**src/rtl/freq_gov_pkg.sv**
```systemverilog
package freq_gov_pkg;

    typedef enum logic [1:0] {
        ST_WAIT_LOCK = 2'd0,
        ST_MEASURE   = 2'd1,
        ST_DECIDE    = 2'd2,
        ST_RECONF    = 2'd3
    } gov_state_t;

    typedef enum logic [1:0] {
        RATIO_MID  = 2'd0,
        RATIO_LOW  = 2'd1,
        RATIO_HIGH = 2'd2
    } ratio_class_t;

endpackage

```
**src/rtl/freq_gov_window.sv**
```systemverilog
module freq_gov_window #(
    parameter int CNT_W = 16,
    parameter int WIN_W = 16
) (
    input  logic             clk,
    input  logic             rst_n,
    input  logic             run,
    input  logic [WIN_W-1:0] win_len,
    input  logic             hash_pulse,
    input  logic             err_pulse,
    output logic [CNT_W-1:0] total,
    output logic [CNT_W-1:0] errs,
    output logic             win_done
);
    localparam logic [CNT_W-1:0] CNT_MAX = {CNT_W{1'b1}};

    logic [WIN_W-1:0] win_cnt;
    logic [1:0]       pulse;
    logic [CNT_W-1:0] cnt [2];

    assign pulse = {err_pulse, hash_pulse};

    always_ff @(posedge clk) begin
        if (!rst_n || !run) begin
            win_cnt <= '0;
        end else begin
            win_cnt <= win_cnt + 1'b1;
        end
    end

    // Two saturating event counters, one per pulse input.
    for (genvar g = 0; g < 2; g++) begin : g_cnt
        always_ff @(posedge clk) begin
            if (!rst_n || !run) begin
                cnt[g] <= '0;
            end else if (pulse[g] && cnt[g] != CNT_MAX) begin
                cnt[g] <= cnt[g] + 1'b1;
            end
        end
    end

    assign total    = cnt[0];
    assign errs     = cnt[1];
    assign win_done = run && (({1'b0, win_cnt} + 1'b1) >= {1'b0, win_len});

endmodule

```
**src/rtl/freq_gov_ratio.sv**
```systemverilog
module freq_gov_ratio
    import freq_gov_pkg::*;
#(
    parameter int CNT_W = 16
) (
    input  logic [CNT_W-1:0] total,
    input  logic [CNT_W-1:0] errs,
    output ratio_class_t     ratio_class,
    output logic [CNT_W-1:0] valid
);
    localparam int PW = CNT_W + 10;

    logic [PW-1:0] err_x100;
    logic [PW-1:0] err_x1000;
    logic [PW-1:0] total_ext;

    always_comb begin
        total_ext = PW'(total);
        err_x100  = PW'(errs) * PW'(100);
        err_x1000 = PW'(errs) * PW'(1000);
        if (err_x100 > total_ext) begin
            ratio_class = RATIO_HIGH;
        end else if (err_x1000 < total_ext) begin
            ratio_class = RATIO_LOW;
        end else begin
            ratio_class = RATIO_MID;
        end
        valid = (total >= errs) ? (total - errs) : '0;
    end

endmodule

```
**src/rtl/freq_gov_blacklist.sv**
```systemverilog
module freq_gov_blacklist #(
    parameter int MULT_W  = 8,
    parameter int RETRY_W = 24
) (
    input  logic               clk,
    input  logic               rst_n,
    input  logic               mark,
    input  logic [MULT_W-1:0]  mark_idx,
    input  logic [MULT_W-1:0]  query_idx,
    input  logic [RETRY_W-1:0] retry_len,
    output logic               query_bad
);
    localparam int NSTEP = 1 << MULT_W;

    logic [NSTEP-1:0]   bad;
    logic [RETRY_W-1:0] timer;
    logic               armed;
    logic               expire;

    assign expire = armed && !mark && (timer >= retry_len);

    always_ff @(posedge clk) begin
        if (!rst_n) begin
            armed <= 1'b0;
            timer <= '0;
        end else if (mark) begin
            armed <= 1'b1;
            timer <= '0;
        end else if (expire) begin
            armed <= 1'b0;
            timer <= '0;
        end else if (armed) begin
            timer <= timer + 1'b1;
        end
    end

    for (genvar i = 0; i < NSTEP; i++) begin : g_step
        always_ff @(posedge clk) begin
            if (!rst_n || expire) begin
                bad[i] <= 1'b0;
            end else if (mark && mark_idx == MULT_W'(i)) begin
                bad[i] <= 1'b1;
            end
        end
    end

    assign query_bad = bad[query_idx];

endmodule

```
**src/rtl/freq_governor.sv**
```systemverilog
module freq_governor
    import freq_gov_pkg::*;
#(
    parameter int MULT_W  = 8,
    parameter int REF_MHZ = 48,
    parameter int DENOM   = 12,
    parameter int NOM_MHZ = 200,
    parameter int CNT_W   = 16,
    parameter int WIN_W   = 16,
    parameter int RETRY_W = 24
) (
    input  logic               clk,
    input  logic               rst_n,
    input  logic [WIN_W-1:0]   win_len,
    input  logic [RETRY_W-1:0] retry_len,
    input  logic [MULT_W-1:0]  mult_min,
    input  logic [MULT_W-1:0]  mult_max,
    input  logic               hash_pulse,
    input  logic               err_pulse,
    input  logic               pll_ack,
    input  logic               pll_locked,
    output logic [MULT_W-1:0]  mult,
    output logic               reconf_req,
    output logic [1:0]         gov_state,
    output logic               settled,
    output logic [CNT_W-1:0]   valid_last
);
    localparam logic [MULT_W-1:0] NOM_MULT = MULT_W'((NOM_MHZ * DENOM) / REF_MHZ);

    gov_state_t        state, state_nxt;
    ratio_class_t      ratio_class;
    logic [CNT_W-1:0]  total, errs, valid;
    logic              win_done;
    logic              up_bad;
    logic              up_ok, down_ok;
    logic              mark_bad;
    logic [MULT_W-1:0] mult_up;
    logic [MULT_W-1:0] mult_nxt;
    logic              settled_nxt;

    freq_gov_window #(.CNT_W(CNT_W), .WIN_W(WIN_W)) u_window (
        .clk        (clk),
        .rst_n      (rst_n),
        .run        (state == ST_MEASURE),
        .win_len    (win_len),
        .hash_pulse (hash_pulse),
        .err_pulse  (err_pulse),
        .total      (total),
        .errs       (errs),
        .win_done   (win_done)
    );

    freq_gov_ratio #(.CNT_W(CNT_W)) u_ratio (
        .total       (total),
        .errs        (errs),
        .ratio_class (ratio_class),
        .valid       (valid)
    );

    freq_gov_blacklist #(.MULT_W(MULT_W), .RETRY_W(RETRY_W)) u_black (
        .clk       (clk),
        .rst_n     (rst_n),
        .mark      (mark_bad),
        .mark_idx  (mult),
        .query_idx (mult_up),
        .retry_len (retry_len),
        .query_bad (up_bad)
    );

    assign mult_up  = mult + 1'b1;
    assign up_ok    = (mult < mult_max) && !up_bad;
    assign down_ok  = (mult > mult_min);
    assign mark_bad = (state == ST_DECIDE) && (ratio_class == RATIO_HIGH);

    // State register
    always_ff @(posedge clk) begin
        if (!rst_n) begin
            state <= ST_WAIT_LOCK;
        end else begin
            state <= state_nxt;
        end
    end

    // Next state and decision
    always_comb begin
        state_nxt   = state;
        mult_nxt    = mult;
        settled_nxt = settled;
        unique case (state)
            ST_WAIT_LOCK: begin
                if (pll_locked) state_nxt = ST_MEASURE;
            end
            ST_MEASURE: begin
                if (win_done) state_nxt = ST_DECIDE;
            end
            ST_DECIDE: begin
                state_nxt = ST_MEASURE;
                unique case (ratio_class)
                    RATIO_HIGH: begin
                        settled_nxt = 1'b0;
                        if (down_ok) begin
                            mult_nxt  = mult - 1'b1;
                            state_nxt = ST_RECONF;
                        end
                    end
                    RATIO_LOW: begin
                        if (up_ok) begin
                            mult_nxt    = mult_up;
                            settled_nxt = 1'b0;
                            state_nxt   = ST_RECONF;
                        end else begin
                            settled_nxt = 1'b1;
                        end
                    end
                    default: begin
                        state_nxt = ST_MEASURE;
                    end
                endcase
            end
            ST_RECONF: begin
                if (pll_ack) state_nxt = ST_WAIT_LOCK;
            end
            default: state_nxt = ST_WAIT_LOCK;
        endcase
    end

    // Registered outputs
    always_ff @(posedge clk) begin
        if (!rst_n) begin
            mult       <= NOM_MULT;
            settled    <= 1'b0;
            valid_last <= '0;
        end else begin
            mult    <= mult_nxt;
            settled <= settled_nxt;
            if (state == ST_DECIDE) valid_last <= valid;
        end
    end

    assign reconf_req = (state == ST_RECONF);
    assign gov_state  = state;

endmodule

```
**config.mk**
```make
export PLATFORM = sky130hd
export DESIGN_NAME = freq_governor
export DESIGN_NICKNAME = d
export VERILOG_FILES = /design/src/rtl/freq_gov_pkg.sv /design/src/rtl/freq_gov_window.sv /design/src/rtl/freq_gov_ratio.sv /design/src/rtl/freq_gov_blacklist.sv /design/src/rtl/freq_governor.sv
export SDC_FILE = /design/constraint.sdc
export NUM_CORES = 1
export LEC_CHECK = 0
export ABC_AREA = 0
export BUFFER_PORTS_ARGS = -buffer_cell sky130_fd_sc_hd__buf_2
export CAP_MARGIN = 20
export CORE_ASPECT_RATIO = 0.7
export CORE_MARGIN = 5
export CORE_UTILIZATION = 30
export DETAILED_ROUTE_END_ITERATION = 8
export GPL_ROUTABILITY_DRIVEN = 1
export SLEW_MARGIN = 20
export SYNTH_ARGS = -nofsm -noshare
export SYNTH_HDL_FRONTEND = slang
export SYNTH_SLANG_ARGS = --single-unit
```
**constraint.sdc**
```tcl
create_clock -name clk -period 8.2 [get_ports clk]
set_clock_uncertainty 0.05 [all_clocks]
set_input_delay 1.23 -clock clk [delete_from_list [all_inputs] [get_ports clk]]
set_output_delay 1.23 -clock clk [all_outputs]
set_load 0.1 [all_outputs]
```
==> insert_results.sql, run 1 <==
INSERT INTO impl_metrics (metric_group, metric, value, unit) VALUES
('timing', 'finalWorstPathRequiredPeriod', '7570', 'ps'),
('hold_path', 'timing.hold.worst.class', 'flop to flop', ''),
('power', 'power_per_cell_area', '177', 'nW/um2'),
('clock_tree', 'clkTransAtPathRegs', '70', 'ps'),
('clock_tree', 'clock_root_cell', 'clkbuf_16', ''),
('layout', 'fillCellCount', '7392', ''),
('floorplanning', 'fp.dieArea', '77500', 'um2'),
('clock_tree', 'clockBufferDepth', '3', ''),
('floorplanning', 'die_h', '234', 'um'),
('power', 'totalPowerFinal', '4.30', 'mW'),
('setup_path', 'crit_path_class', 'flop to flop', ''),
('detailed_routing', 'drt_pass1_iterations', '5', ''),
('setup_path', 'cp.required', '8660', 'ps'),
('status', 'outcome', 'complete, no violations', ''),
('clock_tree', 'post-cts-setup-buffers', '0', ''),
('layout', 'layout.area.seq', '7450', 'um2'),
('yosys', 'post_synth_instance_area', '21600', 'um2'),
('detailed_routing', 'wire_per_inst', '17.6', 'um'),
('layout', 'multi_input_area', '12800', 'um2'),
('layout', 'layout-area-overhead-vs-synth', '12.5', '%'),
('placement', 'place_hpwl', '42300', 'um'),
('timing', 'slew-limit-headroom', '24.1', '%'),
('setup_path', 'critPathCaptureType', 'flop', ''),
('floorplanning', 'die_w', '331', 'um'),
('timing', 'final.setup.tns', '0', 'ps'),
('setup_path', 'crit_path_start_kind', 'flop', ''),
('setup_path', 'path_delay_family', 'adder cells', ''),
('setup_path', 'worst_path_arrival_time', '8030', 'ps'),
('clock_tree', 'cts-buffers-inserted', '38', ''),
('detailed_routing', 'routed-via-count', '16900', ''),
('timing', 'timing.final.max_slew_violations', '0', ''),
('layout', 'numnets_final', '2728', ''),
('clock_tree', 'cts-htree-levels', '2', ''),
('yosys', 'yosysWarningCount', '0', ''),
('detailed_routing', 'drc_errors', '0', ''),
('floorplanning', 'core_area', '71400', 'um2'),
('yosys', 'asyncSetResetFlopFracSynth', '0', '%'),
('timing', 'hold_viol', '0', ''),
('floorplanning', 'floorplan.rows', '82', ''),
('layout', 'most-common-layout-cells', 'nor2_1 (369), dfxtp_1 (323), a21oi_1 (320), inv_1 (221), ha_1 (197)', ''),
('detailed_routing', 'avgViaCountPerCell', '4.97', ''),
('yosys', 'part_of_the_yosys_area_used_for_sequential_elements', '34.5', '%'),
('floorplanning', 'ios', '90', ''),
('timing', 'max_slew.worst_pin.slew', '1130', 'ps'),
('setup_path', 'crit_path_cell_trace', 'inv_1 > fa_1 > fa_1 > fa_1 > fa_1 > inv_1 > ha_1 > o211ai_1 > o211ai_1 > nand2_1 > nand2b_1 > a21oi_1 > xnor2_1 > ha_1 > a22oi_1 > o2111ai_1 > a2111oi_0 > o2111ai_1 > a2111oi_0 > o2111ai_1 > and4bb_2 > a31oi_2 > or3_1 > a21boi_1', ''),
('yosys', 'synth.top_cells.by_area', 'dfxtp_1 (30%), ha_1 (11%), a21oi_1 (7.4%)', ''),
('placement', 'numPortBuffers', '89', ''),
('setup_path', 'critical_path.max_fanout', '16', ''),
('detailed_routing', 'route.antenna.remaining_nets', '0', ''),
('power', 'static-leakage-power', '9.88', 'nW'),
('power', 'worst_ir_drop_vdd', '0.120', 'mV'),
('timing', 'timing.final.setup_violations', '0', ''),
('yosys', 'post_synth_num_cell_types', '75', ''),
('detailed_routing', 'route.final.wire_length', '59600', 'um'),
('layout', 'post_route_cells_drive_above_1_share', '11.4', '%'),
('job', 'max_cap_viol_count', '0', ''),
('yosys', 'post_synth_edffs', '32', ''),
('grt', 'vias_in_the_first_global_route', '15800', ''),
('grt', 'global_route_wire_length_before_repair', '92900', 'um'),
('detailed_routing', 'initialDrtViolationCount', '1539', ''),
('layout', 'most_frequent_standard_cell_in_the_layout_excluding_fill_and_tap_cells', 'nor2_1', ''),
('floorplanning', 'initial_util', '30.2', '%'),
('setup_path', 'largest_stage_delay_on_the_critical_path', '550', 'ps'),
('timing', 'rsz0062_at_grt', 'no', ''),
('setup_path', 'critical_path_buf_inv_count', '2', ''),
('yosys', 'dominantRegCellSynth', 'dfxtp_1', ''),
('yosys', 'yosys.area.top_type', 'dfxtp_1', ''),
('yosys', 'flops_latches_synth', '356', ''),
('clock_tree', 'hold_fix_buffers_cts', '0', ''),
('setup_path', 'crit_path_frequent_cell', 'fa_1', ''),
('yosys', 'avgSynthCellArea', '9.08', 'um2');
==> cells in the mapped netlist (23+ instances only) <==
master	number
a21oi_1	320
and3_1	23
buf_2	38
clkbuf_1	77
dfxtp_1	324
edfxtp_1	32
fa_1	65
ha_1	198
inv_1	221
mux4_2	70
nand2_1	74
nand3_1	50
nand4_1	31
nor2_1	380
nor2b_1	42
nor3_1	23
o21ai_0	54
xnor2_1	82
xor2_1	28
==> path summary, 6_finish.rpt <==
kind	endpoint	slack (ps)	from	cells after the start
min reg2reg	u_black.bad[0]	410	u_black.bad[0]	2
min	u_black.bad[0]	410	u_black.bad[0]	2
max	mult[3]	630	u_window.cnt[1][3]	24
max reg2reg	mult[3]	630	u_window.cnt[1][3]	24
==> state kept, by name, summed over array words and instances (netlist names) <==
name	flops
u_black.bad	256
u_window.cnt	32
u_black.timer	24
u_window.win_cnt	16
valid_last	16
mult	8
gov_state	2
settled	1
u_black.armed	1
==> worst register-to-register path, delay by kind of cell, from the launching register on <==
family          cells  cell delay [ps]
compound gates     11             2640
xor+xnor            1              190
fa+ha+maj           6             2660
buf+inv             2              310
flops               1              480
simple gates        4             1210
==> cell type report <==
cell class	instances	area share [%]
multi-input cells	1677	52.8
flip-flops and latches	356	30.7
well taps	966	4.98
clock buffers	52	4.54
inverters	221	3.42
repair buffers	109	2.56
clock inverters	16	0.979
diodes	1	0.0103
==> cells by family after synthesis <==
family / count (synthesis) / synth area share [%]
and+or+nand+nor: 689 / 14.5
AOI/OAI and AO/OA: 517 / 14.0
DFF: 356 / 34.5
buffers and inverters: 344 / 6.36
adders and majority gates: 263 / 17.5
xor gates and xnor gates: 111 / 4.54
muxes: 97 / 8.59
==> per-stage QoR <==
stage	setup WS [ps]	utilization [%]	instance area, um2	cells	hold WS, ps
detailed placement	525	32.1	22900	3329	398
floorplan	1650	-	21600	2377	381
global route	54.8	34.0	24300	3397	430
finish	631	34.0	24300	3398	413
global placement	699	32.1	22900	3328	390
CTS	438	34.0	24300	3397	415
==> per-layer routing <==
layer	track usage (%)	wire length, um	up-vias
met5	0	0	-
li1	-	-	8251
met4	2.64	864	0
met3	4.97	5950	63
met1	23.6	30000	7996
met2	20.5	22900	565
==> timing repair <==
item | in CTS | in global routing
gates resized for setup | 0 | 1
endpoints found under the hold margin | 0 | 0
setup endpoints to repair | 0 | 6
==> report_power, final <==
group / switching (mW) / internal (mW)
combinational: 0.410 / 0.263
clock: 0.783 / 1.06
sequential: 0.0230 / 1.77
(Power assumes the default switching activity.)
==> run 2, diff against run 1 <==
Clock period 8.2 ns to 7.59 ns, I/O delays scaled along.
==> insert_results.sql, run 2 (synthesis results as in run 1) <==
INSERT INTO impl_metrics (metric_group, metric, value, unit) VALUES
('timing', 'rsz0062_at_grt', 'no', ''),
('clock_tree', 'clockBufferDepth', '3', ''),
('detailed_routing', 'drc_errors', '0', ''),
('detailed_routing', 'drt_pass1_iterations', '6', ''),
('clock_tree', 'cts-buffers-inserted', '38', ''),
('layout', 'largest_register', 'u_black.bad', ''),
('power', 'power_per_cell_area', '191', 'nW/um2'),
('timing', 'hold_viol', '0', ''),
('timing', 'timing.final.max_slew_violations', '0', ''),
('detailed_routing', 'routed-via-count', '17200', ''),
('detailed_routing', 'route.antenna.remaining_nets', '0', ''),
('clock_tree', 'cts.sink_count', '356', ''),
('floorplanning', 'ios', '90', ''),
('grt', 'globalRouteOverflowTotal', '0', ''),
('setup_path', 'critPathCaptureType', 'flop', ''),
('power', 'worst_ir_drop_vdd', '0.146', 'mV'),
('hold_path', 'hold-path-cell-count', '2', ''),
('setup_path', 'crit_path_frequent_cell', 'fa_1', ''),
('setup_path', 'reg2reg_path_depth', '24', ''),
('timing', 'finalWorstPathRequiredPeriod', '7110', 'ps'),
('detailed_routing', 'initialDrtViolationCount', '1568', ''),
('grt', 'global_route_wire_length_before_repair', '94800', 'um'),
('layout', 'largest_reg_flops', '256', ''),
('clock_tree', 'clock_latency_late_sink', '590', 'ps'),
('clock_tree', 'cts-htree-levels', '2', ''),
('layout', 'post_route_cells_drive_above_1_share', '12.7', '%'),
('layout', 'layout-area-overhead-vs-synth', '14.0', '%'),
('grt', 'global_route_total_usage_across_every_layer', '15.6', '%'),
('setup_path', 'worst_path_arrival_time', '7580', 'ps'),
('grt', 'grt_start_max_net_pins', '73', ''),
('layout', 'numnets_final', '2761', ''),
('floorplanning', 'initial_util', '30.2', '%'),
('timing', 'final.setup.tns', '0', 'ps'),
('floorplanning', 'core_area', '71400', 'um2'),
('layout', 'fillCellCount', '7366', ''),
('timing', 'period_share', '93.7', '%'),
('power', 'totalPowerFinal', '4.71', 'mW'),
('setup_path', 'crit_path_class', 'flop to flop', ''),
('clock_tree', 'tritoncts', 'yes', ''),
('floorplanning', 'fp.dieArea', '77500', 'um2'),
('detailed_routing', 'avgViaCountPerCell', '5.00', ''),
('grt', 'vias_in_the_first_global_route', '16000', ''),
('job', 'max_cap_viol_count', '0', ''),
('timing', 'slew-limit-headroom', '22.7', '%'),
('floorplanning', 'die_h', '234', 'um'),
('status', 'outcome', 'complete, no violations', ''),
('layout', 'most_frequent_standard_cell_in_the_layout_excluding_fill_and_tap_cells', 'nor2_1', ''),
('placement', 'numPortBuffers', '89', ''),
('layout', 'registers_with_the_highest_flip_flop_counts', 'u_black.bad (256), u_window.cnt (32), u_black.timer (24)', ''),
('placement', 'routabilityCongestion', '0.891', ''),
('setup_path', 'crit_slowest_cell', 'fa_1', ''),
('placement', 'place_hpwl', '44200', 'um'),
('layout', 'most-common-layout-cells', 'nor2_1 (371), dfxtp_1 (323), a21oi_1 (320), inv_1 (219), ha_1 (197)', ''),
('placement', 'postPlaceCellArea', '23200', 'um2'),
('detailed_routing', 'wire_per_inst', '17.8', 'um'),
('hold_path', 'timing.hold.worst.class', 'flop to flop', ''),
('setup_path', 'crit_path_start_kind', 'flop', ''),
('setup_path', 'cp.required', '8060', 'ps'),
('timing', 'fmax', '0.141', 'GHz'),
('power', 'static-leakage-power', '10.1', 'nW'),
('layout', 'post-route-cell-area', '24600', 'um2'),
('detailed_routing', 'route.final.wire_length', '61200', 'um'),
('timing', 'timing.final.setup_violations', '0', ''),
('floorplanning', 'floorplan.rows', '82', ''),
('setup_path', 'crit_path_cell_trace', 'inv_2 > fa_1 > fa_1 > fa_1 > fa_1 > inv_1 > ha_1 > o21a_1 > o21a_1 > nand2_1 > nand2b_1 > a21oi_1 > xnor2_1 > ha_1 > a22oi_1 > o2111ai_1 > a2111oi_2 > o2111ai_1 > a2111oi_2 > o2111ai_2 > and4bb_4 > mux2_2 > or3_1 > a21boi_1', ''),
('setup_path', 'largest_stage_delay_on_the_critical_path', '530', 'ps'),
('clock_tree', 'clkTransAtPathRegs', '60', 'ps'),
('setup_path', 'critical_path.max_fanout', '6', ''),
('timing', 'max_slew.worst_pin.slew', '1150', 'ps'),
('floorplanning', 'die_w', '331', 'um'),
('layout', 'finish.utilization', '34.4', '%'),
('clock_tree', 'clock_root_cell', 'clkbuf_16', ''),
('grt', 'antenna_found_initial', '3', '');
[run 2: where the power goes]
group | switching (mW) | internal, mW
Clock | 0.868 | 1.16
Combinational | 0.454 | 0.295
Sequential | 0.0227 | 1.91
Total | 1.34 | 3.37
[run 2: what timing repair did]
action,4_1_cts,5_1_grt
setup buffers,0,1
gates resized for setup,1,9
setup endpoints to repair,3,9
pin swaps,0,2
hold buffers,0,0
hold endpoints to repair,0,0
gates cloned,0,1
[run 2: critical path, delay by kind of cell, from the launching register on]
kind,cells,cell delay (ps)
AOI/OAI and AO/OA,10,2190
and+or+nand+nor,4,930
muxes,1,360
DFF,1,500
adders and majority gates,6,2640
buffers and inverters,2,230
xor gates and xnor gates,1,160
[run 2: cell type report]
| type | instances | area (um2) | area share (%) |
|---|---|---|---|
| sequential | 356 | 7450 | 30.3 |
| clock buffer | 47 | 1030 | 4.21 |
| multi-input combinational | 1678 | 12900 | 52.3 |
| timing repair buffer | 141 | 886 | 3.60 |
| tap | 966 | 1210 | 4.91 |
| inverter | 221 | 830 | 3.37 |
| antenna | 2 | 5.00 | 0.0203 |
| clock inverter | 22 | 318 | 1.29 |
[run 2: stage by stage]
step	hold WS, ps	setup slack [ps]	cells
6_report	411	479	3433
5_1_grt	441	41.6	3431
4_1_cts	417	135	3428
3_5_place_dp	400	14.7	3359
3_3_place_gp	392	118	3358
2_1_floorplan	381	1040	2377
[run 2: path summary, 6_finish.rpt]
| path | endpoint | from | slack [ps] |
|---|---|---|---|
| worst max-delay path | mult[7] | u_window.cnt[1][3] | 480 |
| worst min register to register | u_black.bad[116] | u_black.bad[116] | 410 |
| worst max register to register | mult[7] | u_window.cnt[1][3] | 480 |
| worst min-delay path | u_black.bad[116] | u_black.bad[116] | 410 |
[run 2: layer usage]
metal  GRT usage [%]  vias up  part of all wire, %
met1            24.3     8239                   51
li1                -     8322                    -
met3            4.13       63                  8.6
met5               0        -                0.021
met2            21.2      543                   39
met4            3.37        2                  1.6
